==> src/rtl/rio_pkg.sv <==
package rio_pkg;
  typedef enum logic [1:0] {
    OP_LOAD  = 2'd0,
    OP_FLIP  = 2'd1,
    OP_SET   = 2'd2,
    OP_CLEAR = 2'd3
  } alias_op_e;

  typedef enum logic [1:0] {
    SEL_OUT  = 2'd0,
    SEL_OE   = 2'd1,
    SEL_RAW  = 2'd2,
    SEL_SYNC = 2'd3
  } reg_sel_e;
endpackage

==> src/rtl/rio_addr_dec.sv <==
module rio_addr_dec
  import rio_pkg::*;
#(
  parameter int ADDR_W  = 16,
  parameter int WIN_LSB = 12,
  parameter int REG_LSB = 2
) (
  input  logic [ADDR_W-1:0] addr,
  output alias_op_e         op,
  output reg_sel_e          rsel
);
  logic unused_addr;
  assign unused_addr = ^addr;

  assign op   = alias_op_e'(addr[WIN_LSB+1:WIN_LSB]);
  assign rsel = reg_sel_e'(addr[REG_LSB+1:REG_LSB]);
endmodule

==> src/rtl/rio_alias_reg.sv <==
module rio_alias_reg
  import rio_pkg::*;
#(
  parameter int W = 28
) (
  input  logic         clk,
  input  logic         rst_n,
  input  logic         wr_en,
  input  alias_op_e    op,
  input  logic [W-1:0] mask,
  output logic [W-1:0] q
);
  logic [W-1:0] nxt;

  always_comb begin
    case (op)
      OP_LOAD: nxt = mask;
      OP_FLIP: nxt = q ^ mask;
      OP_SET:  nxt = q | mask;
      default: nxt = q & ~mask;
    endcase
  end

  always_ff @(posedge clk or negedge rst_n) begin
    if (!rst_n)     q <= '0;
    else if (wr_en) q <= nxt;
  end
endmodule

==> src/rtl/rio_sync.sv <==
module rio_sync #(
  parameter int W      = 28,
  parameter int STAGES = 2
) (
  input  logic         clk,
  input  logic         rst_n,
  input  logic [W-1:0] d,
  output logic [W-1:0] q
);
  logic [W-1:0] chain [STAGES];

  for (genvar s = 0; s < STAGES; s++) begin : g_stage
    if (s == 0) begin : g_first
      always_ff @(posedge clk or negedge rst_n) begin
        if (!rst_n) chain[0] <= '0;
        else        chain[0] <= d;
      end
    end else begin : g_next
      always_ff @(posedge clk or negedge rst_n) begin
        if (!rst_n) chain[s] <= '0;
        else        chain[s] <= chain[s-1];
      end
    end
  end

  assign q = chain[STAGES-1];
endmodule

==> src/rtl/rio_bank.sv <==
module rio_bank
  import rio_pkg::*;
#(
  parameter int NUM_PINS    = 28,
  parameter int BUS_W       = 32,
  parameter int ADDR_W      = 16,
  parameter int WIN_LSB     = 12,
  parameter int REG_LSB     = 2,
  parameter int SYNC_STAGES = 2
) (
  input  logic              clk,
  input  logic              rst_n,
  input  logic              bus_sel,
  input  logic              bus_we,
  input  logic [ADDR_W-1:0] bus_addr,
  input  logic [BUS_W-1:0]  bus_wdata,
  output logic [BUS_W-1:0]  bus_rdata,
  output logic [NUM_PINS-1:0] pin_out,
  output logic [NUM_PINS-1:0] pin_oe,
  input  logic [NUM_PINS-1:0] pin_in
);
  localparam int PAD_W = BUS_W - NUM_PINS;

  alias_op_e op;
  reg_sel_e  rsel;
  logic      wr_out, wr_oe;
  logic [NUM_PINS-1:0] mask, out_q, oe_q, sync_q, rd_pins;
  logic unused_wdata;

  assign mask         = bus_wdata[NUM_PINS-1:0];
  assign unused_wdata = ^bus_wdata;

  rio_addr_dec #(.ADDR_W(ADDR_W), .WIN_LSB(WIN_LSB), .REG_LSB(REG_LSB)) u_dec (
    .addr(bus_addr), .op(op), .rsel(rsel)
  );

  assign wr_out = bus_sel && bus_we && (rsel == SEL_OUT);
  assign wr_oe  = bus_sel && bus_we && (rsel == SEL_OE);

  rio_alias_reg #(.W(NUM_PINS)) u_out_reg (
    .clk(clk), .rst_n(rst_n), .wr_en(wr_out), .op(op), .mask(mask), .q(out_q)
  );

  rio_alias_reg #(.W(NUM_PINS)) u_oe_reg (
    .clk(clk), .rst_n(rst_n), .wr_en(wr_oe), .op(op), .mask(mask), .q(oe_q)
  );

  rio_sync #(.W(NUM_PINS), .STAGES(SYNC_STAGES)) u_sync (
    .clk(clk), .rst_n(rst_n), .d(pin_in), .q(sync_q)
  );

  always_comb begin
    case (rsel)
      SEL_OUT: rd_pins = out_q;
      SEL_OE:  rd_pins = oe_q;
      SEL_RAW: rd_pins = pin_in;
      default: rd_pins = sync_q;
    endcase
  end

  assign bus_rdata = bus_sel ? {{PAD_W{1'b0}}, rd_pins} : '0;
  assign pin_out   = out_q;
  assign pin_oe    = oe_q;
endmodule

==> config.mk <==
export PLATFORM = sky130hd
export DESIGN_NAME = rio_bank
export DESIGN_NICKNAME = d
export VERILOG_FILES = /design/src/rtl/rio_pkg.sv /design/src/rtl/rio_addr_dec.sv /design/src/rtl/rio_alias_reg.sv /design/src/rtl/rio_sync.sv /design/src/rtl/rio_bank.sv
export SDC_FILE = /design/constraint.sdc
export NUM_CORES = 1
export LEC_CHECK = 0
export BUFFER_PORTS_ARGS = -buffer_cell sky130_fd_sc_hd__buf_2
export CAP_MARGIN = 20
export CORE_MARGIN = 2
export CORE_UTILIZATION = 50
export CTS_CLUSTER_DIAMETER = 120
export DETAILED_ROUTE_END_ITERATION = 10
export PLACE_DENSITY = 0.77
export SETUP_SLACK_MARGIN = 0.1
export SYNTH_ARGS = -nofsm -noshare
export SYNTH_HDL_FRONTEND = slang
export SYNTH_HIERARCHICAL = 1
export SYNTH_SLANG_ARGS = --single-unit
==> constraint.sdc <==
create_clock -name clk -period 1.1 [get_ports clk]
set_input_delay 0.11 -clock clk [delete_from_list [all_inputs] [get_ports clk]]
set_output_delay 0.11 -clock clk [all_outputs]
set_load 0.005 [all_outputs]
==> impl_metrics.tcl, run 1 <==
set metrics [dict create \
    via_per_inst 5.81 \
    drv_cap 0 \
    cp-end-kind "primary output" \
    grt_pass1_wl_um 38100 \
    cts_num_sinks 112 \
    core_area_mm2 0.0153 \
    synth_edf_count 0 \
    cellPowerDensity_mw_per_mm2 1520 \
    synth_top_family_by_area "adder cells" \
    synth_area_mm2 0.00785 \
    dp_cells 1209 \
    status "finished with violations" \
    final.min_clock_period_ps 1620 \
    setup_viol 140 \
    worstPathArrival_ps 1510 \
    overflow 0 \
    synthAdderAreaFrac 0.178 \
    fmax_mhz 618 \
    synth-compound-area-share 0.120 \
    slowest_delay_ps 430 \
    power_uw 19800 \
    hold_class "input pin to async pin" \
    die_area_mm2 0.0167 \
    fillCellCount 625 \
    syn_avg_cell_area_um2 9.94 \
    grt_max_degree 43 \
    syn_inst 790 \
    synthArstFlopShare 1.00 \
    vias 7918 \
    p_comb_frac 0.574 \
    ys_ff_latch 112 \
    maxSlewViolCount 0 \
    yosysWarnings 6 \
    clk_pin_slew_worst_paths_ps 80 \
    critical_path_buf_inv_count 2 \
    initialDrtViolationCount 694 \
    area_growth_pct 66.3 \
    failed_checks "setup timing" \
    stdcell_count 1363 \
    port_buffers 147 \
    critical_path.top_delay_family "flip-flops" \
    clock_latency_ps 370 \
    hold_viol_final 0 \
    fp-row-count 45 \
    cts_buffers 9 \
    cts_tree "done" \
    drive_above_1_share 0.554 \
    die_w_um 129 \
    dr.pass1.iters 5 \
    ir_drop_v 0.00102 \
    ys_types 24 \
    hpwlAfterDp_um 13900 \
    wl_um 31800 \
    crit_chain "buf_6 > mux2i_1 > o22ai_1 > buf_2" \
    die_h_um 129 \
    ctsRootBufferMaster "clkbuf_16" \
    crit_path_max_fanout 3 \
    antenna_left 0 \
    synth_simple_gate_area_frac 0.0773 \
    post-route-period-util 1.47 \
    fin_ws_ps -518 \
    cp-start-kind "register" \
    cts_buffer_depth 2 \
    nets 1341 \
    synth.area.top_cells "dfrtp_1 36%, ha_1 18%, mux2i_1 14%" \
    p_int_uw 12900 \
    reg2regPathDepth 7 \
    sw_frac_of_total 0.351 \
    ys_seq_area_frac 0.357 \
    critPathKind "register to primary output" \
    drc 0 \
    synth_xor_area_frac 0 \
    io_pins 168 \
    p_clk_frac 0.157 \
    worstPathRequired_ps 990 \
    synth_mux_area_frac 0.143 \
    grtUsageTotal 0.293 \
    start_util 0.515 \
    wire_per_inst_um 23.3 \
    first_global_vias 7595 \
    rsz0062_at_grt "true" \
    power_frac_seq 0.269 \
    p_leak_uw 0.00620 \
    p_switching_uw 6960 \
    synthFlopType "dfrtp_1" \
    antenna_found_initial 0 \
    path_depth 4 \
    htreeDepth 3 \
    place_congestion 0.791 \
    crit_slowest_cell "dfrtp_1" \
    clock_skew_ps 5.47 \
    yosysTopAreaCellShare 0.357 \
    ys_top_cells_by_count "112 x dfrtp_1, 112 x ha_1, 112 x inv_1, 112 x mux2i_1" \
    yosysTopAreaCell "dfrtp_1" \
]
==> worst paths after layout <==
check / startpoint / end / slack [ps]
setup reg to reg: u_oe_reg/q[26]$_DFFE_PN0P_ / u_oe_reg/q[26]$_DFFE_PN0P_ / -360
hold / removal: rst_n / u_sync/q[15]$_DFF_PN0_ / 160
max in group asynchronous: rst_n / u_out_reg/q[25]$_DFFE_PN0P_ / 410
setup / recovery: u_oe_reg/q[1]$_DFFE_PN0P_ / bus_rdata[1] / -520
min in group clk: bus_addr[12] / u_out_reg/q[7]$_DFFE_PN0P_ / 190
hold reg to reg: u_sync/chain[47]$_DFF_PN0_ / u_sync/q[19]$_DFF_PN0_ / 350
==> per-layer routing <==
metal / share of wire / up-vias / GRT usage
met2: 0.52 / 446 / 0.527
met3: 0.067 / 154 / 0.0619
met5: 0 / - / 0
li1: - / 3382 / -
met1: 0.36 / 3936 / 0.338
met4: 0.057 / 0 / 0.125
==> registers in the layout, indices dropped and copies added, names as in the netlist <==
register      cells
u_oe_reg/q       28
u_sync/q         28
u_out_reg/q      28
u_sync/chain     28
==> power by group through the flow <==
stage          clock, uW  combinational [uW]  sequential [uW]
3_5_place_dp           0                5770             5130
6_report            3110               11400             5320
2_1_floorplan          0                2630             5380
5_1_grt             3280               12000             5360
4_1_cts             3090                8540             5170
3_3_place_gp           0                5550             5110
==> what timing repair did <==
| action | CTS | global route |
|---|---|---|
| pin swaps | 97 | 67 |
| resized for setup | 247 | 200 |
| hold buffers | 29 | 0 |
| setup endpoints to repair | 140 | 140 |
| buffers inserted | 65 | 66 |
| hold endpoints to repair | 140 | 0 |
==> kinds of logic (layout without fill, tap and decap cells) <==
logic type | Yosys count | after routing
compound gates | 140 | 140
mux | 112 | 112
flops | 112 | 112
other cells | 1 | 6
simple gates | 121 | 121
fa+ha+maj | 112 | 112
buf+inv | 192 | 549
==> metrics by stage <==
step / area [um2] / setup WS, ps / hold WS [ps] / TNS (ps) / utilization
global route: 13100 / -529 / 167 / -29820 / 0.856
floorplan: 8080 / -373 / -186 / -17930 / -
CTS: 11800 / -283 / 168 / -16110 / 0.772
detailed placement: 9640 / -276 / -4.97 / -13600 / 0.631
global placement: 9640 / -215 / -6.40 / -10620 / 0.631
finish: 13100 / -518 / 160 / -25110 / 0.856
==> layout by cell type (no fill, tap or decap), drive strengths merged <==
master and instances:
nand2 4, clkbuf 11, nor2 56, dlygate4sd3 29, mux2i 112, inv 112
nor3b 1, o22ai 28, or2 56, ha 112, nor3 1, o221ai 56
dfrtp 112, clkinvlp 1, buf 396, diode 2, nand2b 3, conb 4
a21oi 56
==> worst register-to-register path, delay by kind of cell, from the launching register on <==
family | cells | cell delay, ps
flops | 1 | 400
simple gates | 1 | 160
fa+ha+maj | 1 | 190
mux | 1 | 150
buf+inv | 3 | 300
compound gates | 1 | 110
==> layout make-up <==
| class | count | area [um2] | share of cell area |
|---|---|---|---|
| antenna | 2 | 5.00 | 0.000383 |
| timing repair buffer | 425 | 3800 | 0.291 |
| multi-input combinational | 489 | 5450 | 0.417 |
| clock inverter | 1 | 7.51 | 0.000575 |
| inverter | 112 | 493 | 0.0377 |
| clock buffer | 11 | 243 | 0.0186 |
| sequential | 112 | 2800 | 0.215 |
| tap | 211 | 264 | 0.0202 |
(Power assumes the default switching activity.)
==> run 2: changes to the inputs <==
--- a/config.mk
+++ b/config.mk
@@ -15,5 +15,5 @@
 export SETUP_SLACK_MARGIN = 0.1
 export SYNTH_ARGS = -nofsm -noshare
 export SYNTH_HDL_FRONTEND = slang
-export SYNTH_HIERARCHICAL = 1
 export SYNTH_SLANG_ARGS = --single-unit
+export TNS_END_PERCENT = 5
==> impl_metrics.tcl, run 2 <==
set metrics [dict create \
    status "finished with violations" \
    failed_checks "setup timing" \
    yosysTopAreaCell "dfrtp_1" \
    power_uw 20200 \
    cp-start-kind "register" \
    dr.pass1.iters 4 \
    fmax_mhz 563 \
    synth_top_family_by_area "multiplexers" \
    htreeDepth 3 \
    reg2reg_from "u_oe_reg.q[4]$_DFFE_PN0P_" \
    reg2regPathDepth 5 \
    clock_skew_ps 8.48 \
    ys_seq_area_frac 0.360 \
    fp-row-count 45 \
    synth.area.top_cells "dfrtp_1 36%, mux4_2 24%, ha_1 18%" \
    initialDrtViolationCount 248 \
    synth_mux_area_frac 0.332 \
    yosysWarnings 0 \
    antenna_left 0 \
    hold_viol_final 0 \
    syn_avg_cell_area_um2 13.8 \
    start_util 0.512 \
    synth_simple_gate_area_frac 0.0262 \
    ys_ff_latch 112 \
    synth_area_mm2 0.00779 \
    hpwlAfterDp_um 13600 \
    cellPowerDensity_mw_per_mm2 1850 \
    crit_slowest_cell "mux4_2" \
    clock_latency_ps 360 \
    rsz0062_at_grt "true" \
    yosysTopAreaCellShare 0.360 \
    worstPathRequired_ps 990 \
    critPathKind "register to primary output" \
    most-common-layout-cells "134 x inv_1, 110 x dfrtp_1, 105 x ha_1" \
    wl_um 20000 \
    ir_drop_v 0.00130 \
    setup_viol 125 \
    vias 5531 \
    rrSetupSlack_ps -590 \
    drc 0 \
    ys_top_cells_by_count "140 x inv_1, 112 x dfrtp_1, 112 x ha_1" \
    crit_chain "buf_4 > mux4_2 > and2_4 > buf_6" \
    slowest_delay_ps 450 \
    grt_max_degree 34 \
    synthFlopType "dfrtp_1" \
    layout_commonest_cell "inv_1" \
    synth_xor_area_frac 0 \
    final.min_clock_period_ps 1780 \
    first_global_vias 6335 \
    diodes 0 \
    worstPathArrival_ps 1670 \
    fillCellCount 969 \
    hold_class "input pin to async pin" \
    grt_pass1_wl_um 31600 \
    clk_pin_slew_worst_paths_ps 80 \
    drv_cap 0 \
    grtUsageTotal 0.248 \
    cts_buffer_depth 2 \
    synthAdderAreaFrac 0.180 \
    via_per_inst 5.26 \
    maxSlewViolCount 0 \
    nets 1051 \
    ctsRootBufferMaster "clkbuf_16" \
    synth-compound-area-share 0 \
    rr_endpoint "u_oe_reg.q[4]$_DFFE_PN0P_" \
    cp-end-kind "primary output" \
    crit_path_max_fanout 4 \
    die_w_um 129 \
    port_buffers 147 \
    die_area_mm2 0.0166 \
    register_area_mm2 0.00281 \
    core_area_mm2 0.0152 \
    wire_per_inst_um 19.0 \
    area_growth_pct 39.7 \
    synth_edf_count 0 \
    die_h_um 129 \
    p_leak_uw 0.00550 \
    synth_most_common_cell "inv_1" \
    io_pins 168 \
    cts_buffers 9 \
    drive_above_1_share 0.542 \
    place_congestion 0.795 \
    post-route-period-util 1.62 \
    cts_num_sinks 112 \
    fin_util 0.716 \
    fin_ws_ps -678 \
    tns_ps -47040 \
    cts_tree "done" \
    synthArstFlopShare 1.00 \
    critical_path.top_delay_family "multiplexers" \
    multi_input_area_mm2 0.00439 \
    syn_inst 566 \
    overflow 0 \
    ys_types 17 \
    antenna_found_initial 2 \
    critical_path_buf_inv_count 2 \
]
## run 2: what timing repair did
| item | CTS | global route |
|---|---|---|
| setup buffers | 16 | 11 |
| gates resized for setup | 72 | 55 |
| pin swaps | 12 | 4 |
| hold buffers | 29 | 0 |
| hold endpoints to repair | 140 | 0 |
| endpoints found under the setup margin | 140 | 140 |
## run 2: worst max-delay path by stage
| stage | startpoint | endpoint | slack [ps] | depth (start not counted) |
|---|---|---|---|---|
| 3_5_place_dp | u_oe_reg.q[19]$_DFFE_PN0P_ | u_oe_reg.q[19]$_DFFE_PN0P_ | -510 | 4 |
| 3_3_place_gp | u_oe_reg.q[16]$_DFFE_PN0P_ | u_oe_reg.q[16]$_DFFE_PN0P_ | -430 | 4 |
| 2_1_floorplan | u_oe_reg.q[10]$_DFFE_PN0P_ | u_oe_reg.q[10]$_DFFE_PN0P_ | -420 | 4 |
| 5_1_grt | u_oe_reg.q[1]$_DFFE_PN0P_ | bus_rdata[1] | -730 | 4 |
| 6_report | u_out_reg.q[5]$_DFFE_PN0P_ | bus_rdata[5] | -680 | 4 |
| 4_1_cts | u_oe_reg.q[4]$_DFFE_PN0P_ | bus_rdata[4] | -680 | 4 |
## run 2: cells by family (layout without fill, tap and decap cells)
| family | count (synthesis) | after routing |
|---|---|---|
| fa+ha+maj | 112 | 112 |
| other cells | 1 | 4 |
| buf+inv | 170 | 464 |
| flops | 112 | 112 |
| mux | 140 | 140 |
| simple gates | 31 | 31 |
## run 2: stage by stage
step | std cells | worst slack (ps) | hold WS, ps | instance area (um2)
finish | 1051 | -678 | 193 | 10900
global route | 1051 | -731 | 207 | 10900
CTS | 1040 | -679 | 188 | 10500
detailed placement | 980 | -508 | 36.3 | 9480
global placement | 980 | -426 | 33.4 | 9480
floorplan | 569 | -419 | -186 | 7820
## run 2: cell type report
| type | instances | area share |
|---|---|---|
| Multi-Input combinational cell | 287 | 0.403 |
| Sequential cell | 112 | 0.258 |
| Timing Repair Buffer | 309 | 0.240 |
| Inverter | 140 | 0.0485 |
| Tap cell | 188 | 0.0216 |
| Clock buffer | 9 | 0.0207 |
| Clock inverter | 6 | 0.00782 |
## run 2: per-layer routing
layer,global-route usage,share of wire,vias up
met3,0.0686,0.048,37
met5,0,0.0011,-
met4,0.0716,0.022,4
met1,0.289,0.39,2835
met2,0.450,0.54,152
li1,-,-,2503
## run 2: report_power, final
group          internal, uW  switching [uW]  leakage (uW)  total (uW)
sequential             5120            1010       0.00132        6130
combinational          6740            3730       0.00403       10500
clock                  1980            1570      0.000147        3540
total                 13800            6310       0.00550       20200
